**config.mk**
```make
export PLATFORM = sky130hd
export DESIGN_NAME = sclk_mode_gen
export DESIGN_NICKNAME = d
export VERILOG_FILES = /design/src/rtl/sclk_pkg.sv /design/src/rtl/sclk_cfg_regs.sv /design/src/rtl/sclk_sync.sv /design/src/rtl/sclk_baud_div.sv /design/src/rtl/sclk_presence.sv /design/src/rtl/sclk_mode_gen.sv
export SDC_FILE = /design/constraint.sdc
export NUM_CORES = 1
export LEC_CHECK = 0
export BUFFER_PORTS_ARGS = -buffer_cell sky130_fd_sc_hd__buf_4
export CAP_MARGIN = 20
export CORE_ASPECT_RATIO = 1.1
export CORE_UTILIZATION = 63
export DETAILED_ROUTE_END_ITERATION = 6
export PLACE_DENSITY = 0.84
export REMOVE_ABC_BUFFERS = 1
export SLEW_MARGIN = 20
export SYNTH_ARGS = -nofsm -noshare
export SYNTH_HDL_FRONTEND = slang
export SYNTH_SLANG_ARGS = --single-unit
```
**constraint.sdc**
```tcl
create_clock -name osc_clk -period 3.95 [get_ports osc_clk]
set_input_delay 0.1975 -clock osc_clk [delete_from_list [all_inputs] [get_ports osc_clk]]
set_output_delay 0.1975 -clock osc_clk [all_outputs]
set_load 0.05 [all_outputs]
```
**src/rtl/sclk_pkg.sv**
```systemverilog
package sclk_pkg;

  localparam int CTRL_BITS = 6;
  localparam int N_BITS    = 6;
  localparam int M_BITS    = 4;
  localparam int M_LSB     = 8;
  localparam int X16_SHIFT = 4;

  typedef struct packed {
    logic       tx_drive;
    logic       sub_b;
    logic       hs;
    logic [2:0] mode;
  } ctrl_t;

  // modes in which the transmit clock may leave the block
  function automatic logic oe_legal(logic [2:0] mode, logic sub_b);
    case (mode)
      3'd0, 3'd2, 3'd6: oe_legal = sub_b;
      3'd3, 3'd7:       oe_legal = 1'b1;
      default:          oe_legal = 1'b0;
    endcase
  endfunction

  // high-time threshold for an undivided prescale period
  function automatic logic [N_BITS:0] half_of(logic [N_BITS-1:0] n);
    half_of = ({1'b0, n} + 1'b1) >> 1;
  endfunction

endpackage

```
**src/rtl/sclk_cfg_regs.sv**
```systemverilog
module sclk_cfg_regs
  import sclk_pkg::*;
#(
  parameter int N_W = N_BITS,
  parameter int M_W = M_BITS,
  parameter int M_POS = M_LSB
) (
  input  logic        clk,
  input  logic        rst_n,
  input  logic        ctrl_we,
  input  logic [7:0]  ctrl_wdata,
  input  logic        div_we,
  input  logic [15:0] div_wdata,
  output ctrl_t       cfg,
  output logic [N_W-1:0] n_val,
  output logic [M_W-1:0] m_val,
  output logic        wr_any
);

  logic unused_wbits;
  assign unused_wbits = ^{ctrl_wdata[7:6], div_wdata[15:M_POS+M_W],
                          div_wdata[M_POS-1:N_W]};

  assign wr_any = ctrl_we | div_we;

  always_ff @(posedge clk) begin
    if (!rst_n) begin
      cfg   <= '0;
      n_val <= '0;
      m_val <= '0;
    end else begin
      if (ctrl_we) cfg <= ctrl_t'(ctrl_wdata[CTRL_BITS-1:0]);
      if (div_we) begin
        n_val <= div_wdata[N_W-1:0];
        m_val <= div_wdata[M_POS +: M_W];
      end
    end
  end

endmodule

```
**src/rtl/sclk_sync.sv**
```systemverilog
module sclk_sync #(
  parameter int STAGES = 2
) (
  input  logic clk,
  input  logic rst_n,
  input  logic d,
  output logic q
);

  logic [STAGES-1:0] chain;

  always_ff @(posedge clk) begin
    if (!rst_n) chain <= '0;
    else        chain <= {chain[STAGES-2:0], d};
  end

  assign q = chain[STAGES-1];

endmodule

```
**src/rtl/sclk_baud_div.sv**
```systemverilog
module sclk_baud_div
  import sclk_pkg::*;
#(
  parameter int N_W   = N_BITS,
  parameter int M_W   = M_BITS,
  parameter int XSH   = X16_SHIFT
) (
  input  logic           clk,
  input  logic           rst_n,
  input  logic           clr,
  input  logic [N_W-1:0] n_val,
  input  logic [M_W-1:0] m_val,
  input  logic           x16,
  output logic           div_out,
  output logic           tick,
  output logic           phase0
);

  localparam int CW = (1 << M_W) - 1 + XSH;
  localparam int EW = $clog2(CW + 1);

  logic [N_W-1:0] pre;
  logic [CW-1:0]  oct;
  logic [EW-1:0]  ex;

  assign ex     = EW'(m_val) + (x16 ? EW'(XSH) : '0);
  assign tick   = (pre == n_val);
  assign phase0 = (pre == '0) && (oct == '0);

  always_ff @(posedge clk) begin
    if (!rst_n || clr) begin
      pre <= '0;
      oct <= '0;
    end else if (tick) begin
      pre <= '0;
      oct <= oct + 1'b1;
    end else begin
      pre <= pre + 1'b1;
    end
  end

  always_comb begin
    if (ex == '0) div_out = ({1'b0, pre} < half_of(n_val));
    else          div_out = oct[ex - EW'(1)];
  end

endmodule

```
**src/rtl/sclk_presence.sv**
```systemverilog
module sclk_presence #(
  parameter int LIMIT = 1024
) (
  input  logic clk,
  input  logic rst_n,
  input  logic src,
  output logic src_edge,
  output logic present
);

  localparam int CNT_W = $clog2(LIMIT + 1);

  logic             src_prev;
  logic [CNT_W-1:0] idle;

  assign src_edge = src ^ src_prev;
  assign present  = (idle < CNT_W'(LIMIT));

  always_ff @(posedge clk) begin
    if (!rst_n) begin
      src_prev <= 1'b0;
      idle     <= CNT_W'(LIMIT);
    end else begin
      src_prev <= src;
      if (src_edge)                    idle <= '0;
      else if (idle != CNT_W'(LIMIT))  idle <= idle + 1'b1;
    end
  end

endmodule

```
**src/rtl/sclk_mode_gen.sv**
```systemverilog
module sclk_mode_gen
  import sclk_pkg::*;
#(
  parameter int N_W         = N_BITS,
  parameter int M_W         = M_BITS,
  parameter int SYNC_STAGES = 2,
  parameter int IDLE_LIMIT  = 1024
) (
  input  logic        osc_clk,
  input  logic        rst_n,
  input  logic        ctrl_we,
  input  logic [7:0]  ctrl_wdata,
  input  logic        div_we,
  input  logic [15:0] div_wdata,
  input  logic        ext_rx_clk,
  input  logic        ext_tx_clk,
  output logic        rx_bclk,
  output logic        tx_bclk,
  output logic        tx_drive_en,
  output logic        clk_present,
  output logic        cfg_err
);

  ctrl_t          cfg;
  logic [5:0]     cfg_bits;
  logic [N_W-1:0] n_val;
  logic [M_W-1:0] m_val;
  logic           wr_any;
  logic [1:0]     pin_raw, pin_sync;
  logic           mode_ext, mode_div, use_x16;
  logic           div_out, div_tick, div_phase0, src_edge;

  sclk_cfg_regs #(.N_W(N_W), .M_W(M_W)) u_regs (
    .clk(osc_clk), .rst_n(rst_n),
    .ctrl_we(ctrl_we), .ctrl_wdata(ctrl_wdata),
    .div_we(div_we), .div_wdata(div_wdata),
    .cfg(cfg), .n_val(n_val), .m_val(m_val), .wr_any(wr_any)
  );

  assign cfg_bits = cfg;
  assign pin_raw  = {ext_tx_clk, ext_rx_clk};

  for (genvar g = 0; g < 2; g++) begin : g_pin
    sclk_sync #(.STAGES(SYNC_STAGES)) u_sync (
      .clk(osc_clk), .rst_n(rst_n), .d(pin_raw[g]), .q(pin_sync[g])
    );
  end

  assign mode_ext = !cfg.hs && !cfg.sub_b && (cfg.mode == 3'd0);
  assign mode_div = !cfg.hs &&  cfg.sub_b && (cfg.mode == 3'd6 || cfg.mode == 3'd7);
  assign use_x16  = (cfg.mode == 3'd6);

  sclk_baud_div #(.N_W(N_W), .M_W(M_W)) u_div (
    .clk(osc_clk), .rst_n(rst_n), .clr(wr_any),
    .n_val(n_val), .m_val(m_val), .x16(use_x16),
    .div_out(div_out), .tick(div_tick), .phase0(div_phase0)
  );

  assign rx_bclk     = mode_ext ? pin_sync[0] : (mode_div & div_out);
  assign tx_bclk     = mode_ext ? pin_sync[1] : (mode_div & div_out);
  assign cfg_err     = !(mode_ext || mode_div);
  assign tx_drive_en = cfg.tx_drive & oe_legal(cfg.mode, cfg.sub_b);

  sclk_presence #(.LIMIT(IDLE_LIMIT)) u_pres (
    .clk(osc_clk), .rst_n(rst_n), .src(rx_bclk),
    .src_edge(src_edge), .present(clk_present)
  );

endmodule

```
### Yosys cells after proc, flatten, opt, wreduce, memory -nomap -nowiden

Index checks and enable logic that the tools add are counted.

| storage, ports and cells | value |
|---|---|
| output and inout port bits | 5 |
| bits in registers | 57 |
| logic and storage cells | 60 |
| input bits | 30 |

| operators by class | value |
|---|---|
| add/subtract/negate cells | 6 |
| $lt $le $gt $ge | 3 |
| bitwise gates (word level) | 5 |
| reduce and logical (&&, ||, !) cells | 18 |
| mux-type cells | 9 |
| equality and inequality tests | 6 |

Operators by type and width:

| cell | number |
|---|---|
| two-way mux 11 bit | 2 |
| adder 19 x 1 -> 19 bit (second input constant) | 1 |
| adder 11 x 1 -> 11 bit (second input constant) | 1 |
| less-than comparator 11 bit (second input constant) | 1 |
| inequality test 11 bit (second input constant) | 1 |
| adder 6 x 1 -> 7 bit (second input constant) | 1 |
| adder 6 x 1 -> 6 bit (second input constant) | 1 |
| == test 3 x 2 -> 1 bit (second input constant) | 2 |
| == test 3 bit (second input constant) | 2 |
| == test 6 bit | 1 |
| less-than comparator 5 x 6 -> 1 bit (second input constant) | 1 |
| less-than comparator 6 bit | 1 |
| OR reduction 2 bit | 3 |
| adder 4 x 5 -> 5 bit | 1 |
| binary-select mux 1 bit (select 5 bit) | 1 |
| logical NOT 5 bit | 1 |
| subtractor 5 x 1 -> 5 bit (second input constant) | 1 |
| logical AND 1 bit | 4 |
| logical NOT 1 bit | 4 |
| two-way mux 1 bit | 4 |
| logical NOT 3 bit | 1 |
| logical OR 1 bit | 3 |
| two-way mux 3 bit | 1 |
| OR reduction 3 bit | 1 |
| other kinds (6) | 7 |

### Depth between registers and ports, before layout

Gate-level depths: netlist of run 1.

| logic depth | value |
|---|---|
| word-level depth | 11 |
| depth in mapped cells | 11 |
| gate-level depth less buffers | 10 |

### Modules after synthesis

From an unflattened synthesis of run 1, not the netlist that was laid out.

| second synthesis, totals | value |
|---|---|
| cell total of the unflattened synthesis | 345 |
| area, all modules | 3175.5 sq um |

Modules (own cells, without submodules):

| module | area an instance (sq um) | cells an instance | instances |
|---|---|---|---|
| sclk_baud_div | 1760.4 | 206 | 1 |
| sclk_presence | 621.8 | 67 | 1 |
| sclk_cfg_regs | 609.3 | 52 | 1 |
| sclk_sync | 52.6 | 4 | 2 |
| sclk_mode_gen | 78.8 | 12 | 1 |

### Worst setup path after synthesis of run 1

Ideal clock, no wire load.

| timing path | value |
|---|---|
| path kind | reg-to-output |
| start point | reg u_regs.n_val[0] |
| end point | out rx_bclk |
| stages on the path, launching flop included | 11 |
| path buffers | 0 |
| arrival | 2.463 ns |
| setup slack | 1.290 ns |
| path through | dfxtp_1 > ha_1 > nand3_1 > xor2_1 > ha_1 > a211o_1 > a21oi_1 > o21ai_0 > a211oi_1 > o31ai_1 > nand2_1 |

| between the ends | value |
|---|---|
| longest elaborated chain between the ends | 5 |

Ends and longest elaborated chain:

| item | RTL line | RTL |
|---|---|---|
| from (decl) | sclk_cfg_regs.sv:15 | `output logic [N_W-1:0] n_val,` |
| from (signal assigned) | sclk_cfg_regs.sv:34 | `n_val <= div_wdata[N_W-1:0];` |
| adder 6 x 1 -> 7 bit | sclk_pkg.sv:27 | `half_of = ({1'b0, n} + 1'b1) >> 1;` |
| less-than comparator 6 bit | sclk_baud_div.sv:43 | `if (ex == '0) div_out = ({1'b0, pre} < half_of(n_val));` |
| two-way mux 1 bit | sclk_baud_div.sv:43 |  |
| bitwise AND 1 bit | sclk_mode_gen.sv:59 | `assign rx_bclk = mode_ext ? pin_sync[0] : (mode_div & div_out);` |
| two-way mux 1 bit | sclk_mode_gen.sv:59 |  |
| to (decl) | sclk_mode_gen.sv:17 | `output logic rx_bclk,` |

No other way between the ends.

### Final worst setup path of run 1

| timing path | value |
|---|---|
| start point | reg u_regs.m_val[0] |
| end point | out rx_bclk |

| between the ends | value |
|---|---|
| longest elaborated chain between the ends | 7 |

Ends and longest elaborated chain:

| item | RTL line | RTL |
|---|---|---|
| from (decl) | sclk_cfg_regs.sv:16 | `output logic [M_W-1:0] m_val,` |
| from (signal assigned) | sclk_cfg_regs.sv:35 | `m_val <= div_wdata[M_POS +: M_W];` |
| adder 4 x 5 -> 5 bit (*) | sclk_baud_div.sv:26 | `assign ex = EW'(m_val) + (x16 ? EW'(XSH) : '0);` |
| subtractor 5 x 1 -> 5 bit | sclk_baud_div.sv:44 | `else div_out = oct[ex - EW'(1)];` |
| binary-select mux 1 bit (select 5 bit) | sclk_baud_div.sv:44 |  |
| two-way mux 1 bit (not written as such) | sclk_baud_div.sv:44 |  |
| two-way mux 1 bit (*) | sclk_baud_div.sv:43 |  |
| bitwise AND 1 bit (*) | sclk_mode_gen.sv:59 |  |
| two-way mux 1 bit (*) | sclk_mode_gen.sv:59 |  |

Mark *: on every way between the ends. The rest lies on a longest branch, timed or not. The select of a mux whose other input is x is not followed.

==> results.yml, run 1 <==
clocking:
  post_cts_resized: 0
  clockBufferDepth: 2
  numCtsBuffers: 9
  clkLatencyLatePin_ns: 0.34
  cts_root_buffer: "clkbuf_8"
  ctsHoldBuffers: 0
  cts_sinks: 57
  post_cts_buffers: 0
  clkSlewWorstSetupHoldPaths_ns: 0.06
  cts_tree: "done"
  htree_levels: 3
sta:
  clock.fmax_mhz: 307
  worst_pin_slew_ns: 0.664
  hold_viol: 0
  drv_slew: 0
  skew_ns: 0.00500
  rsz0062_at_grt: "no"
  fin_setup_tns_ns: 0
  slew_headroom: 0.556
  layout_worst_path_cycle_share: 0.826
  setup_viol: 0
  min_period_ns: 3.26
floorplan:
  num_io_pins: 35
  core_area_um2: 4750
  die_y_um: 76.8
  start_util: 0.674
  dieWidth_um: 70.0
  die_area_um2: 5370
  row_count: 26
place:
  place.detailed.hpwl_um: 4770
  globalplace.congestion: 0.908
  io_buffers: 26
yosys:
  synthArstFlopShare: 0
  synth_top_family_by_area: "simple AND/OR/NAND/NOR gates"
  yosys_warnings: 0
  syn_area_um2: 3200
  synth-edff-count: 0
  synth_compound_area_frac: 0.0911
  yosysSeqAreaShare: 0.357
  synth-simple-area-share: 0.269
  avgSynthCellArea_um2: 8.70
  synth_mux_area_frac: 0.0829
  synth-adder-area-share: 0.0508
  synthesis.instances: 368
  ys_ff_latch: 57
  synth_cell_type_count: 49
  synth_top_flop_cell: "dfxtp_1"
  synth_xor_xnor_area_share: 0.109
setup_path:
  crit_path_end_kind: "primary output"
  crit_fanout: 9
  worstSetupStartpointType: "register"
  max_stage_delay_ns: 0.54
  path_cells: "inv_1 > ha_1 > mux2i_1 > o21ai_0 > o2111ai_1 > nand3b_1 > o31ai_1 > nand2_1 > buf_4"
  path_class: "register to primary output"
  crit_required_ns: 3.75
  crit_family: "compound AO/OA/AOI/OAI gates"
  slowest_stage: "dfxtp_1"
  path_buf_inv: 2
  crit_arrival_ns: 3.06
flow_run:
  cap_violations: 0
power:
  p_leak_nw: 1.39
  peakVddDrop_v: 0.000401
  power.density_nw_per_um2: 354
routing:
  drt-initial-drc-count: 144
  vias: 2616
  firstDrtPassIters: 4
  route.detailed.drc: 0
  post_drt_wl_per_cell_um: 14.7
  antenna_left: 0
  routed_wl_um: 6630
  viasPerCell: 5.80
final_layout:
  drive_gt1_frac: 0.137
  area_delta_synth_final_pct: 11.6
  fin_util: 0.752
  layout_common_cells: "57 x dfxtp_1, 42 x nor2_1, 27 x buf_4"
  diodes: 0
  final.fill_count: 370
  nets: 434
  final_common_cell: "dfxtp_1"
worst_hold_path:
  worstHoldPathType: "input port to register"
grt:
  grt_pass1_vias: 2645
  grt_pass1_wl_um: 11700
  grt_remaining_overflow: 0
  grt_usage: 0.273
  grt_max_degree: 29
  antenna_found_initial: 0
outcome:
  outcome: "finished, final reports clean"
[stage by stage]
step	hold slack (ns)	std cells	cell area [um2]	power [mW]	setup WS, ns
global route	0.0705	451	3570	1.32	0.440
floorplan	0.319	353	3120	0.733	0.849
detailed placement	0.411	436	3390	0.785	1.03
global placement	0.407	436	3390	0.779	1.06
finish	0.0670	451	3570	1.27	0.689
CTS	0.0613	451	3570	1.27	0.674
[state kept, by name, indices dropped and copies added (netlist names)]
name and count:
u_div.pre 6, u_div.oct 19, g_pin.u_sync.chain 4, u_regs.m_val 4, u_regs.cfg 6, u_pres.src_prev 1
u_pres.idle 11, u_regs.n_val 6
[cells by family after synthesis]
kind of cell | Yosys count
and+or+nand+nor | 162
DFF | 57
AOI/OAI and AO/OA | 44
xor gates and xnor gates | 40
buffers and inverters | 28
muxes | 24
adders and majority gates | 13
[synthesized netlist by cell type, types with 2 or more instances]
cell type	count	share of area
nor4b_1	2	0.0055
or2_2	2	0.0039
o21ai_0	15	0.023
a21oi_1	8	0.013
nor3_1	17	0.027
nand3_1	21	0.033
and2_1	7	0.014
mux2i_1	22	0.069
nand2b_1	2	0.0039
nor2_1	42	0.049
buf_6	3	0.011
xor2_1	18	0.049
ha_1	13	0.051
mux4_2	2	0.014
nand3b_1	3	0.0070
inv_1	13	0.015
and3_1	4	0.0078
o2111ai_1	2	0.0055
nor4_1	4	0.0078
nand2_1	22	0.026
clkbuf_1	11	0.013
o21a_1	2	0.0047
xnor2_1	22	0.060
nand4_1	6	0.012
o211ai_1	2	0.0047
nor2b_1	18	0.035
dfxtp_1	57	0.36
o31a_1	2	0.0055
nor4_4	2	0.013
or3_1	5	0.0098
[power breakdown]
part / total (mW) / internal (mW) / leakage [nW] / switching, mW
Sequential: 0.611 / 0.591 / 0.464 / 0.0197
Combinational: 0.163 / 0.0732 / 0.829 / 0.0901
Clock: 0.491 / 0.272 / 0.0980 / 0.220
Total: 1.27 / 0.936 / 1.39 / 0.330
[area by class of cell]
cell class / instances / area, um2 / area share
Clock buffer: 12 / 165 / 0.0462
Clock inverter: 3 / 15.0 / 0.00420
Inverter: 13 / 48.8 / 0.0137
Multi-Input combinational cell: 283 / 1930 / 0.540
Sequential cell: 57 / 1140 / 0.319
Tap cell: 56 / 70.1 / 0.0196
Timing Repair Buffer: 27 / 203 / 0.0567
[final timing paths]
path                                             from                                   to  slack [ns]  cells past startpoint
setup / recovery         u_regs.m_val[0]$_SDFFE_PN0P_                              rx_bclk        0.69                      9
hold / removal                             ext_rx_clk  g_pin[0].u_sync.chain[0]$_SDFF_PN0_        0.07                      2
setup reg to reg         u_regs.n_val[0]$_SDFFE_PN0P_          u_pres.idle[7]$_SDFFE_PP0N_        1.06                     11
hold reg to reg   g_pin[0].u_sync.chain[0]$_SDFF_PN0_  g_pin[0].u_sync.chain[1]$_SDFF_PN0_        0.44                      1
[layer usage]
layer,GRT usage,wire length [um],vias to the layer above
li1,-,-,1329
met1,0.324,2810,1224
met3,0.0591,266,13
met5,0,0,-
met4,0.106,133,0
met2,0.477,3420,50
[worst reg2reg max path, stage by stage (launching register included)]
cell and delay (ns):
dfxtp_1 0.42, ha_1 0.24, nand3_1 0.13, xor2_1 0.18, ha_1 0.30, a211o_1 0.29, a21oi_1 0.11, o21ai_0 0.13
a211oi_1 0.22, buf_4 0.22, o311a_1 0.42, nor3_1 0.11
(Power assumes the default switching activity.)
==> inputs of run 2 (changes only) <==
--- a/config.mk
+++ b/config.mk
@@ -8,9 +8,9 @@
 export BUFFER_PORTS_ARGS = -buffer_cell sky130_fd_sc_hd__buf_4
 export CAP_MARGIN = 20
 export CORE_ASPECT_RATIO = 1.1
-export CORE_UTILIZATION = 63
+export CORE_UTILIZATION = 59
 export DETAILED_ROUTE_END_ITERATION = 6
-export PLACE_DENSITY = 0.84
+export PLACE_DENSITY = 0.79
 export REMOVE_ABC_BUFFERS = 1
 export SLEW_MARGIN = 20
 export SYNTH_ARGS = -nofsm -noshare
==> constraint.sdc (replaced) <==
create_clock -name osc_clk -period 3.3 [get_ports osc_clk]
set_input_delay 0.165 -clock osc_clk [delete_from_list [all_inputs] [get_ports osc_clk]]
set_output_delay 0.165 -clock osc_clk [all_outputs]
set_load 0.05 [all_outputs]
==> results.yml, run 2 (synthesized netlist as in run 1, its figures left out) <==
outcome:
  outcome: "finished, final reports clean"
clocking:
  clkLatencyLatePin_ns: 0.34
  cts_sinks: 57
  htree_levels: 3
  ctsHoldBuffers: 0
  cts_tree: "done"
  cts_root_buffer: "clkbuf_8"
  numCtsBuffers: 9
  clkSlewWorstSetupHoldPaths_ns: 0.06
  clockBufferDepth: 2
  post_cts_buffers: 0
  post_cts_resized: 0
place:
  placed_cells: 453
  globalplace.congestion: 0.778
  io_buffers: 26
  place.detailed.hpwl_um: 4480
routing:
  viasPerCell: 5.49
  drt-initial-drc-count: 89
  vias: 2573
  route.detailed.drc: 0
  firstDrtPassIters: 4
  antenna_left: 0
  routed_wl_um: 6300
  post_drt_wl_per_cell_um: 13.4
floorplan:
  row_count: 27
  die_y_um: 79.2
  num_io_pins: 35
  dieWidth_um: 72.2
  start_util: 0.627
  core_area_um2: 5100
  die_area_um2: 5720
grt:
  grtUsageMet1: 0.267
  grt-busiest-layer: "met2"
  grt_usage: 0.234
  grt_max_degree: 29
  grt_remaining_overflow: 0
  antenna_found_initial: 0
  grt_use_met3: 0.0495
  grt_pass1_wl_um: 10400
  met2_usage: 0.419
  grt_pass1_vias: 2392
sta:
  slew_headroom: 0.569
  setup_viol: 0
  clock.fmax_mhz: 328
  min_period_ns: 3.05
  layout_worst_path_cycle_share: 0.924
  hold_viol: 0
  fin_setup_tns_ns: 0
  drv_slew: 0
  skew_ns: 0.00707
  worst_pin_slew_ns: 0.644
  rsz0062_at_grt: "no"
power:
  peakVddDrop_v: 0.000305
  p_leak_nw: 1.41
  power.density_nw_per_um2: 441
final_layout:
  top_register: "u_div.oct"
  layout.cells.non_filler: 469
  drive_gt1_frac: 0.139
  reg_top3: "u_div.oct (19), u_pres.idle (11)"
  area_delta_synth_final_pct: 13.5
  nets: 435
  layout_common_cells: "57 x dfxtp_1, 42 x nor2_1, 28 x buf_4"
  diodes: 0
  final_common_cell: "dfxtp_1"
  largest_reg_flops: 19
setup_path:
  worstSetupStartpointType: "register"
  cp-startpoint: "u_regs.m_val[1]$_SDFFE_PN0P_"
  crit_arrival_ns: 2.88
  crit_fanout: 9
  crit_path_end_kind: "primary output"
  crit-reg2reg-launch: "u_regs.n_val[1]$_SDFFE_PN0P_"
  crit_required_ns: 3.13
  path_class: "register to primary output"
flow_run:
  cap_violations: 0
worst_hold_path:
  hold_start: "ext_tx_clk"
  worstHoldPathType: "input port to register"
run 2: cell count changes in the layout (fill, tap and decap cells not counted), sizes merged:
cell	delta
clkinv	-2
bufinv	+1
clkbuf	+2
buf	+1
run 2: routing by layer:
layer / up-vias / wire length, um
met3: 10 / 208
li1: 1325 / -
met1: 1197 / 2750
met2: 41 / 3230
met4: 0 / 104
met5: - / 0
run 2: final cells by class:
| cell class | instances | area (um2) |
|---|---|---|
| Clock buffer | 14 | 173 |
| Clock inverter | 2 | 35.0 |
| Fill cell | 400 | 1470 |
| Inverter | 13 | 48.8 |
| Multi-Input combinational cell | 283 | 1940 |
| Sequential cell | 57 | 1140 |
| Tap cell | 72 | 90.1 |
| Timing Repair Buffer | 28 | 210 |
run 2: power by group:
part | leakage (nW) | internal [mW] | switching [mW] | total (mW)
logic | 0.836 | 0.0883 | 0.110 | 0.198
registers | 0.464 | 0.708 | 0.0210 | 0.729
clock network | 0.107 | 0.410 | 0.264 | 0.674
total | 1.41 | 1.21 | 0.395 | 1.60
run 2: per-stage QoR:
stage          setup WS (ns)   util  cell area (um2)  power, mW  hold slack, ns
4_1_cts                0.148  0.711             3630       1.61          0.0219
6_report               0.252  0.712             3630       1.60          0.0301
5_1_grt             0.000542  0.712             3630       1.66          0.0323
3_3_place_gp           0.548  0.671             3420      0.934           0.373
2_1_floorplan          0.231      -             3120      0.877           0.287
3_5_place_dp           0.463  0.671             3420      0.940           0.378
run 2: worst paths after layout:
| path | cells after the start | end | slack, ns |
|---|---|---|---|
| max | 9 | rx_bclk | 0.25 |
| min | 2 | g_pin[1].u_sync.chain[0]$_SDFF_PN0_ | 0.03 |
| max reg2reg | 10 | u_pres.idle[9]$_SDFFE_PP0N_ | 0.54 |
| min reg2reg | 1 | g_pin[0].u_sync.chain[1]$_SDFF_PN0_ | 0.44 |
run 2: critical path, stage by stage, from the launching register on:
cell and delay (ns):
dfxtp_1 0.41, inv_1 0.07, ha_1 0.54, mux2i_1 0.23, o21ai_0 0.16, o2111ai_1 0.14, nand3b_1 0.22, o31ai_1 0.48
nand2_1 0.10, buf_4 0.20
